===== config.mk =====
export PLATFORM = sky130hd
export DESIGN_NAME = wiper_ctrl
export DESIGN_NICKNAME = d
export VERILOG_FILES = /design/src/rtl/wiper_pkg.sv /design/src/rtl/pin_sync.sv /design/src/rtl/tap_counter.sv /design/src/rtl/tap_decoder.sv /design/src/rtl/store_ctrl.sv /design/src/rtl/wiper_ctrl.sv
export SDC_FILE = /design/constraint.sdc
export NUM_CORES = 1
export LEC_CHECK = 0
export BUFFER_PORTS_ARGS = -buffer_cell sky130_fd_sc_hd__clkbuf_2
export CORE_MARGIN = 4
export CORE_UTILIZATION = 43
export CTS_CLUSTER_SIZE = 10
export DETAILED_ROUTE_END_ITERATION = 16
export GPL_TIMING_DRIVEN = 0
export PLACE_DENSITY_LB_ADDON = 0.12
export SLEW_MARGIN = 20
export SYNTH_ARGS = -nofsm -noshare
export SYNTH_HDL_FRONTEND = slang
export SYNTH_SLANG_ARGS = --single-unit

===== constraint.sdc =====
create_clock -name clk_i -period 2.33 [get_ports clk_i]
set_input_delay 0.3495 -clock clk_i [delete_from_list [all_inputs] [get_ports clk_i]]
set_output_delay 0.3495 -clock clk_i [all_outputs]
set_load 0.005 [all_outputs]

===== src/rtl/wiper_pkg.sv =====
package wiper_pkg;
  typedef struct packed {
    logic sel_n;
    logic inc;
    logic dir;
  } pins_t;

  localparam pins_t PINS_IDLE = '{sel_n: 1'b1, inc: 1'b1, dir: 1'b0};
endpackage


===== src/rtl/pin_sync.sv =====
module pin_sync #(
  parameter int          W       = 3,
  parameter logic [W-1:0] RST_VAL = '0
) (
  input  logic         clk_i,
  input  logic         rst_ni,
  input  logic [W-1:0] d_i,
  output logic [W-1:0] q_o
);
  logic [W-1:0] meta_q, sync_q;

  always_ff @(posedge clk_i or negedge rst_ni) begin
    if (!rst_ni) begin
      meta_q <= RST_VAL;
      sync_q <= RST_VAL;
    end else begin
      meta_q <= d_i;
      sync_q <= meta_q;
    end
  end

  assign q_o = sync_q;
endmodule


===== src/rtl/tap_counter.sv =====
module tap_counter #(
  parameter int NUM_TAPS = 100,
  localparam int POS_W   = $clog2(NUM_TAPS)
) (
  input  logic             clk_i,
  input  logic             rst_ni,
  input  logic             load_i,
  input  logic [POS_W-1:0] load_val_i,
  input  logic             step_i,
  input  logic             up_i,
  output logic [POS_W-1:0] pos_o
);
  localparam logic [POS_W-1:0] POS_MAX = POS_W'(NUM_TAPS - 1);

  logic [POS_W-1:0] pos_q, pos_d;

  always_comb begin
    pos_d = pos_q;
    if (load_i)
      pos_d = load_val_i;
    else if (step_i) begin
      if (up_i)
        pos_d = (pos_q == POS_MAX) ? pos_q : pos_q + 1'b1;
      else
        pos_d = (pos_q == '0) ? pos_q : pos_q - 1'b1;
    end
  end

  always_ff @(posedge clk_i or negedge rst_ni) begin
    if (!rst_ni) pos_q <= '0;
    else         pos_q <= pos_d;
  end

  assign pos_o = pos_q;

  assert_in_range_R4: assert property (@(posedge clk_i) disable iff (!rst_ni)
    !$past(load_i) |-> (pos_q <= POS_MAX));

  assert_single_step_R2: assert property (@(posedge clk_i) disable iff (!rst_ni)
    !$past(load_i) |-> (pos_q == $past(pos_q) || pos_q == $past(pos_q) + 1'b1 ||
                        pos_q == $past(pos_q) - 1'b1));

  assert_floor_R5: assert property (@(posedge clk_i) disable iff (!rst_ni)
    (pos_q == '0 && step_i && !up_i && !load_i) |=> (pos_q == '0));
endmodule


===== src/rtl/tap_decoder.sv =====
module tap_decoder #(
  parameter int NUM_TAPS = 100,
  localparam int POS_W   = $clog2(NUM_TAPS)
) (
  input  logic [POS_W-1:0]    pos_i,
  output logic [NUM_TAPS-1:0] sel_o
);
  for (genvar i = 0; i < NUM_TAPS; i++) begin : g_tap
    assign sel_o[i] = (pos_i == POS_W'(i));
  end
endmodule


===== src/rtl/store_ctrl.sv =====
module store_ctrl #(
  parameter int NUM_TAPS     = 100,
  parameter int STORE_CYCLES = 16,
  parameter int NV_INIT      = 50,
  localparam int POS_W       = $clog2(NUM_TAPS),
  localparam int CNT_W       = $clog2(STORE_CYCLES + 1)
) (
  input  logic             clk_i,
  input  logic             por_ni,
  input  logic             rst_ni,
  input  logic             store_i,
  input  logic [POS_W-1:0] pos_i,
  output logic [POS_W-1:0] nv_o,
  output logic             busy_o
);
  logic [POS_W-1:0] nv_q;
  logic [CNT_W-1:0] busy_cnt_q;

  // persistent cell: survives the power-up reset, cleared only by por_ni
  always_ff @(posedge clk_i or negedge por_ni) begin
    if (!por_ni)      nv_q <= POS_W'(NV_INIT);
    else if (store_i) nv_q <= pos_i;
  end

  always_ff @(posedge clk_i or negedge rst_ni) begin
    if (!rst_ni)              busy_cnt_q <= '0;
    else if (store_i)         busy_cnt_q <= CNT_W'(STORE_CYCLES);
    else if (busy_cnt_q != 0) busy_cnt_q <= busy_cnt_q - 1'b1;
  end

  assign nv_o   = nv_q;
  assign busy_o = (busy_cnt_q != '0);

  assert_nv_only_on_store_R8: assert property (@(posedge clk_i) disable iff (!por_ni || !rst_ni)
    (nv_q != $past(nv_q)) |-> $past(store_i));

  assert_busy_after_store_R7: assert property (@(posedge clk_i) disable iff (!rst_ni)
    store_i |=> (busy_o && nv_q == $past(pos_i)));
endmodule


===== src/rtl/wiper_ctrl.sv =====
module wiper_ctrl #(
  parameter int NUM_TAPS     = 100,
  parameter int STORE_CYCLES = 16,
  parameter int NV_INIT      = 50,
  localparam int POS_W       = $clog2(NUM_TAPS)
) (
  input  logic                clk_i,
  input  logic                por_ni,
  input  logic                rst_ni,
  input  logic                sel_ni,
  input  logic                inc_i,
  input  logic                dir_i,
  output logic [NUM_TAPS-1:0] tap_sel_o,
  output logic [POS_W-1:0]    tap_pos_o,
  output logic [POS_W-1:0]    nv_pos_o,
  output logic                store_busy_o,
  output logic                standby_o
);
  import wiper_pkg::*;

  pins_t            pins_raw, pins_s;
  logic             sel_n_q, inc_q, recall_q;
  logic             step_en, deselect, store_req, busy;
  logic [POS_W-1:0] pos, nv;

  assign pins_raw = '{sel_n: sel_ni, inc: inc_i, dir: dir_i};

  pin_sync #(.W(3), .RST_VAL(PINS_IDLE)) u_sync (
    .clk_i (clk_i),
    .rst_ni(rst_ni),
    .d_i   (pins_raw),
    .q_o   (pins_s)
  );

  always_ff @(posedge clk_i or negedge rst_ni) begin
    if (!rst_ni) begin
      sel_n_q  <= 1'b1;
      inc_q    <= 1'b1;
      recall_q <= 1'b1;
    end else begin
      sel_n_q  <= pins_s.sel_n;
      inc_q    <= pins_s.inc;
      recall_q <= 1'b0;
    end
  end

  // falling strobe while selected and idle; store only on deselect with strobe high
  assign step_en   = inc_q && !pins_s.inc && !pins_s.sel_n && !busy && !recall_q;
  assign deselect  = !sel_n_q && pins_s.sel_n;
  assign store_req = deselect && pins_s.inc;

  tap_counter #(.NUM_TAPS(NUM_TAPS)) u_cnt (
    .clk_i     (clk_i),
    .rst_ni    (rst_ni),
    .load_i    (recall_q),
    .load_val_i(nv),
    .step_i    (step_en),
    .up_i      (pins_s.dir),
    .pos_o     (pos)
  );

  tap_decoder #(.NUM_TAPS(NUM_TAPS)) u_dec (
    .pos_i(pos),
    .sel_o(tap_sel_o)
  );

  store_ctrl #(.NUM_TAPS(NUM_TAPS), .STORE_CYCLES(STORE_CYCLES), .NV_INIT(NV_INIT)) u_store (
    .clk_i  (clk_i),
    .por_ni (por_ni),
    .rst_ni (rst_ni),
    .store_i(store_req),
    .pos_i  (pos),
    .nv_o   (nv),
    .busy_o (busy)
  );

  assign tap_pos_o    = pos;
  assign nv_pos_o     = nv;
  assign store_busy_o = busy;
  assign standby_o    = pins_s.sel_n && !busy;

  assert_onehot_R9: assert property (@(posedge clk_i) disable iff (!rst_ni)
    ($countones(tap_sel_o) == 1) && tap_sel_o[pos]);

  assert_busy_freeze_R10: assert property (@(posedge clk_i) disable iff (!rst_ni)
    busy |=> $stable(pos));

  assert_recall_R1: assert property (@(posedge clk_i) disable iff (!rst_ni)
    recall_q |=> (pos == $past(nv)));

  assert_no_standby_on_store_R11: assert property (@(posedge clk_i) disable iff (!rst_ni)
    store_req |=> !standby_o);

  assert_deselect_freeze_R6: assert property (@(posedge clk_i) disable iff (!rst_ni)
    (pins_s.sel_n && !recall_q) |=> $stable(pos));
endmodule


==> flow_metrics.py <==
metrics = {
    "outcome": {
        "outcome": "complete, no violations",
    },
    "logic_synthesis": {
        "synth_edf_count": 0,
        "synth_cell_types": 36,
        "syn_inst": 274,
        "synth_area_um2": 1910,
        "synth_seq_cells": 28,
        "synth-main-ff-cell": "dfrtp_1",
        "ys_seq_area_share_pct": 37.3,
        "synth_fp_nets": 286,
        "async_flop_share_pct": 100,
        "synth_warnings": 0,
        "avgSynthCellArea_um2": 6.98,
    },
    "final_layout": {
        "drive_above_1_share_pct": 40.6,
        "syn2layout_area_growth_pct": 39.3,
        "final_util_pct": 64.3,
        "final_nets": 410,
        "final_common_cell": "clkbuf_2",
        "mostFrequentLayoutCells": "clkbuf_2, nor2_1, nand2_1",
        "antenna_cells": 0,
        "fillers": 408,
    },
    "timing": {
        "timing.final.ws_setup_ns": 0.153,
        "fmax_mhz": 459,
        "finalCriticalPeriod_ns": 2.18,
        "final.period_utilization_pct": 93.4,
        "finalSetupViolCount": 0,
        "drv_slew": 0,
        "hold_violations": 0,
        "worstMarginPinSlew_ns": 0.589,
        "fin_hold_ws_ns": 0.0321,
        "finalClockSkew_ns": 0.00297,
        "rsz0062_at_grt": "no",
        "max-slew-margin-rel_pct": 60.6,
    },
    "critical_path": {
        "cp.arrival_ns": 1.83,
        "endpoint_kind": "primary output",
        "worstRegToRegCells": 7,
        "r2r_end": "u_cnt.pos_o[3]$_DFFE_PN0P_",
        "cp-start-kind": "register",
        "r2r_start": "u_store.busy_cnt_q[0]$_DFFE_PN0P_",
        "worstPathMaxFanout": 10,
        "r2r_setup_slack_ns": 0.16,
        "cpPeakStageDelay_ns": 0.48,
        "worst-setup-path-type": "register to primary output",
        "crit_top_cell": "buf_2",
        "cp_cell_sequence": "buf_2, or3_1, buf_2, nor2_1, clkbuf_2",
        "worst_ep_required_time_ns": 1.98,
        "crit_slowest_cell": "or3_1",
        "crit_start": "u_cnt.pos_o[6]$_DFFE_PN0P_",
        "cp-endpoint": "tap_sel_o[10]",
    },
    "die": {
        "coreArea_um2": 4140,
        "fp.dieW_um": 74.7,
        "die_h_um": 74.7,
        "rows": 23,
        "die_area_um2": 5580,
        "ios": 122,
        "start_util_pct": 46.2,
    },
    "drt": {
        "wl_per_cell_um": 14.3,
        "drc_errors": 0,
        "vias": 2269,
        "dr.pass1.iters": 4,
        "drt_iter0_drc": 175,
        "antenna_left": 0,
        "finalWirelength_um": 6400,
        "vias_per_cell": 5.08,
    },
    "grt": {
        "grt_max_degree": 22,
        "first_global_vias": 1924,
        "grt_overflow": 0,
        "grt_pass1_wl_um": 9870,
        "track_usage_pct": 22.5,
        "antenna_found_initial": 0,
    },
    "power": {
        "p_leak_nw": 1.32,
        "power_density_nw_per_um2": 643,
        "power.total_mw": 1.71,
        "vdd_drop_max_mv": 0.447,
    },
    "clocking": {
        "cts_tree": "yes",
        "clk_pin_slew_ns": 0.09,
        "cts_sinks": 28,
        "cts_buffers": 3,
        "clock-root-buffer": "clkbuf_8",
        "clkLatencyLatePin_ns": 0.28,
        "htree_num_levels": 1,
        "cts_buffer_depth": 2,
    },
    "run": {
        "drv_cap": 0,
    },
    "placed_design": {
        "routabilityCongestion": 0.797,
        "dp.final_hpwl_um": 4990,
        "pre_cts_ws_ns": -0.123,
        "numPortBuffers": 121,
    },
    "min_path": {
        "hold_path.class": "input port to asynchronous set/reset pin",
    },
}
## worst min path at each step
stage,startpoint,to,slack (ns),cells after the start
3_5_place_dp,por_ni,u_store.nv_o[6]$_DFFE_PN0P_,0.20,1
3_3_place_gp,por_ni,u_store.nv_o[6]$_DFFE_PN0P_,0.20,1
6_report,rst_ni,u_store.busy_cnt_q[4]$_DFFE_PN0P_,0.03,1
2_1_floorplan,rst_ni,u_cnt.pos_o[0]$_DFFE_PN0P_,0.05,0
5_1_grt,rst_ni,u_store.busy_cnt_q[4]$_DFFE_PN0P_,0.06,1
4_1_cts,rst_ni,u_store.busy_cnt_q[4]$_DFFE_PN0P_,0.05,1
## stage by stage
step / TNS (ns) / area, um2 / instances
floorplan: 0 / 1910 / 274
global placement: -0.513 / 2580 / 445
detailed placement: -0.670 / 2580 / 445
CTS: 0 / 2650 / 448
global route: 0 / 2670 / 447
finish: 0 / 2670 / 447
## worst max-delay path, delay by kind of cell (launching register included)
kind          cells  cell delay (ns)
flops             1             0.38
simple gates      2             0.61
buf+inv           3             0.55
## cells by family (layout without fill, tap and decap cells)
kind of cell,Yosys count,after routing,share of synthesized area (%)
flops,28,28,37.3
compound gates,24,24,8.57
xor+xnor,2,2,0.916
mux,2,2,1.05
fa+ha+maj,6,6,3.92
buf+inv,26,149,5.56
other cells,1,1,0.196
simple gates,185,185,42.5
## sequential cells by signal (all words and copies together), names as in the netlist
signal              flops
u_cnt.pos_o             7
u_store.nv_o            7
u_store.busy_cnt_q      5
u_sync.meta_q           3
u_sync.q_o              3
inc_q                   1
recall_q                1
sel_n_q                 1
## where the power goes
part | leakage, nW | total [mW] | internal (mW) | switching, mW
Sequential | 0.320 | 0.701 | 0.603 | 0.0987
Combinational | 0.972 | 0.714 | 0.286 | 0.428
Clock | 0.0288 | 0.299 | 0.152 | 0.148
Total | 1.32 | 1.71 | 1.04 | 0.675
## synthesized netlist by cell type (2+ instances only)
cell type,number,area [um2]
a21oi_1,2,10.0
a31oi_1,8,50.1
buf_2,7,35.0
clkbuf_1,13,48.8
dfrtp_1,18,450
dfstp_2,10,263
ha_1,6,75.1
inv_1,6,22.5
mux2i_1,2,20.0
nand2_1,37,139
nand3_1,4,20.0
nand3b_1,4,30.0
nor2_1,114,428
nor2b_1,2,12.5
nor3_1,4,20.0
o21ai_0,4,20.0
o31ai_1,5,37.5
or2_2,2,12.5
or3_1,2,12.5
or3b_2,3,26.3
or4_1,5,37.5
xnor2_1,2,17.5
## layer usage
layer / vias to the layer above / wire (um) / track usage, %
met5: - / 0 / 0
met4: 0 / 39 / 4.15
met3: 5 / 343 / 3.20
met2: 69 / 3200 / 35.9
met1: 1063 / 2820 / 32.7
li1: 1132 / - / -
## area by class of cell
class	count	area (um2)	area share, %
Multi-Input combinational cell	220	1110	41.6
Inverter	6	22.5	0.845
Tap cell	50	62.6	2.35
Clock buffer	4	55.1	2.07
Timing Repair Buffer	123	623	23.4
Sequential cell	28	714	26.8
Buffer	16	78.8	2.96
## timing repair
action	CTS	global route
pin swaps	0	0
cloned	0	0
hold buffers	1	0
hold endpoints to repair	4	0
setup buffers	1	0
gates resized for setup	5	12
setup endpoints to repair	32	43
Note: power is estimated with default switching activity, not from simulation.
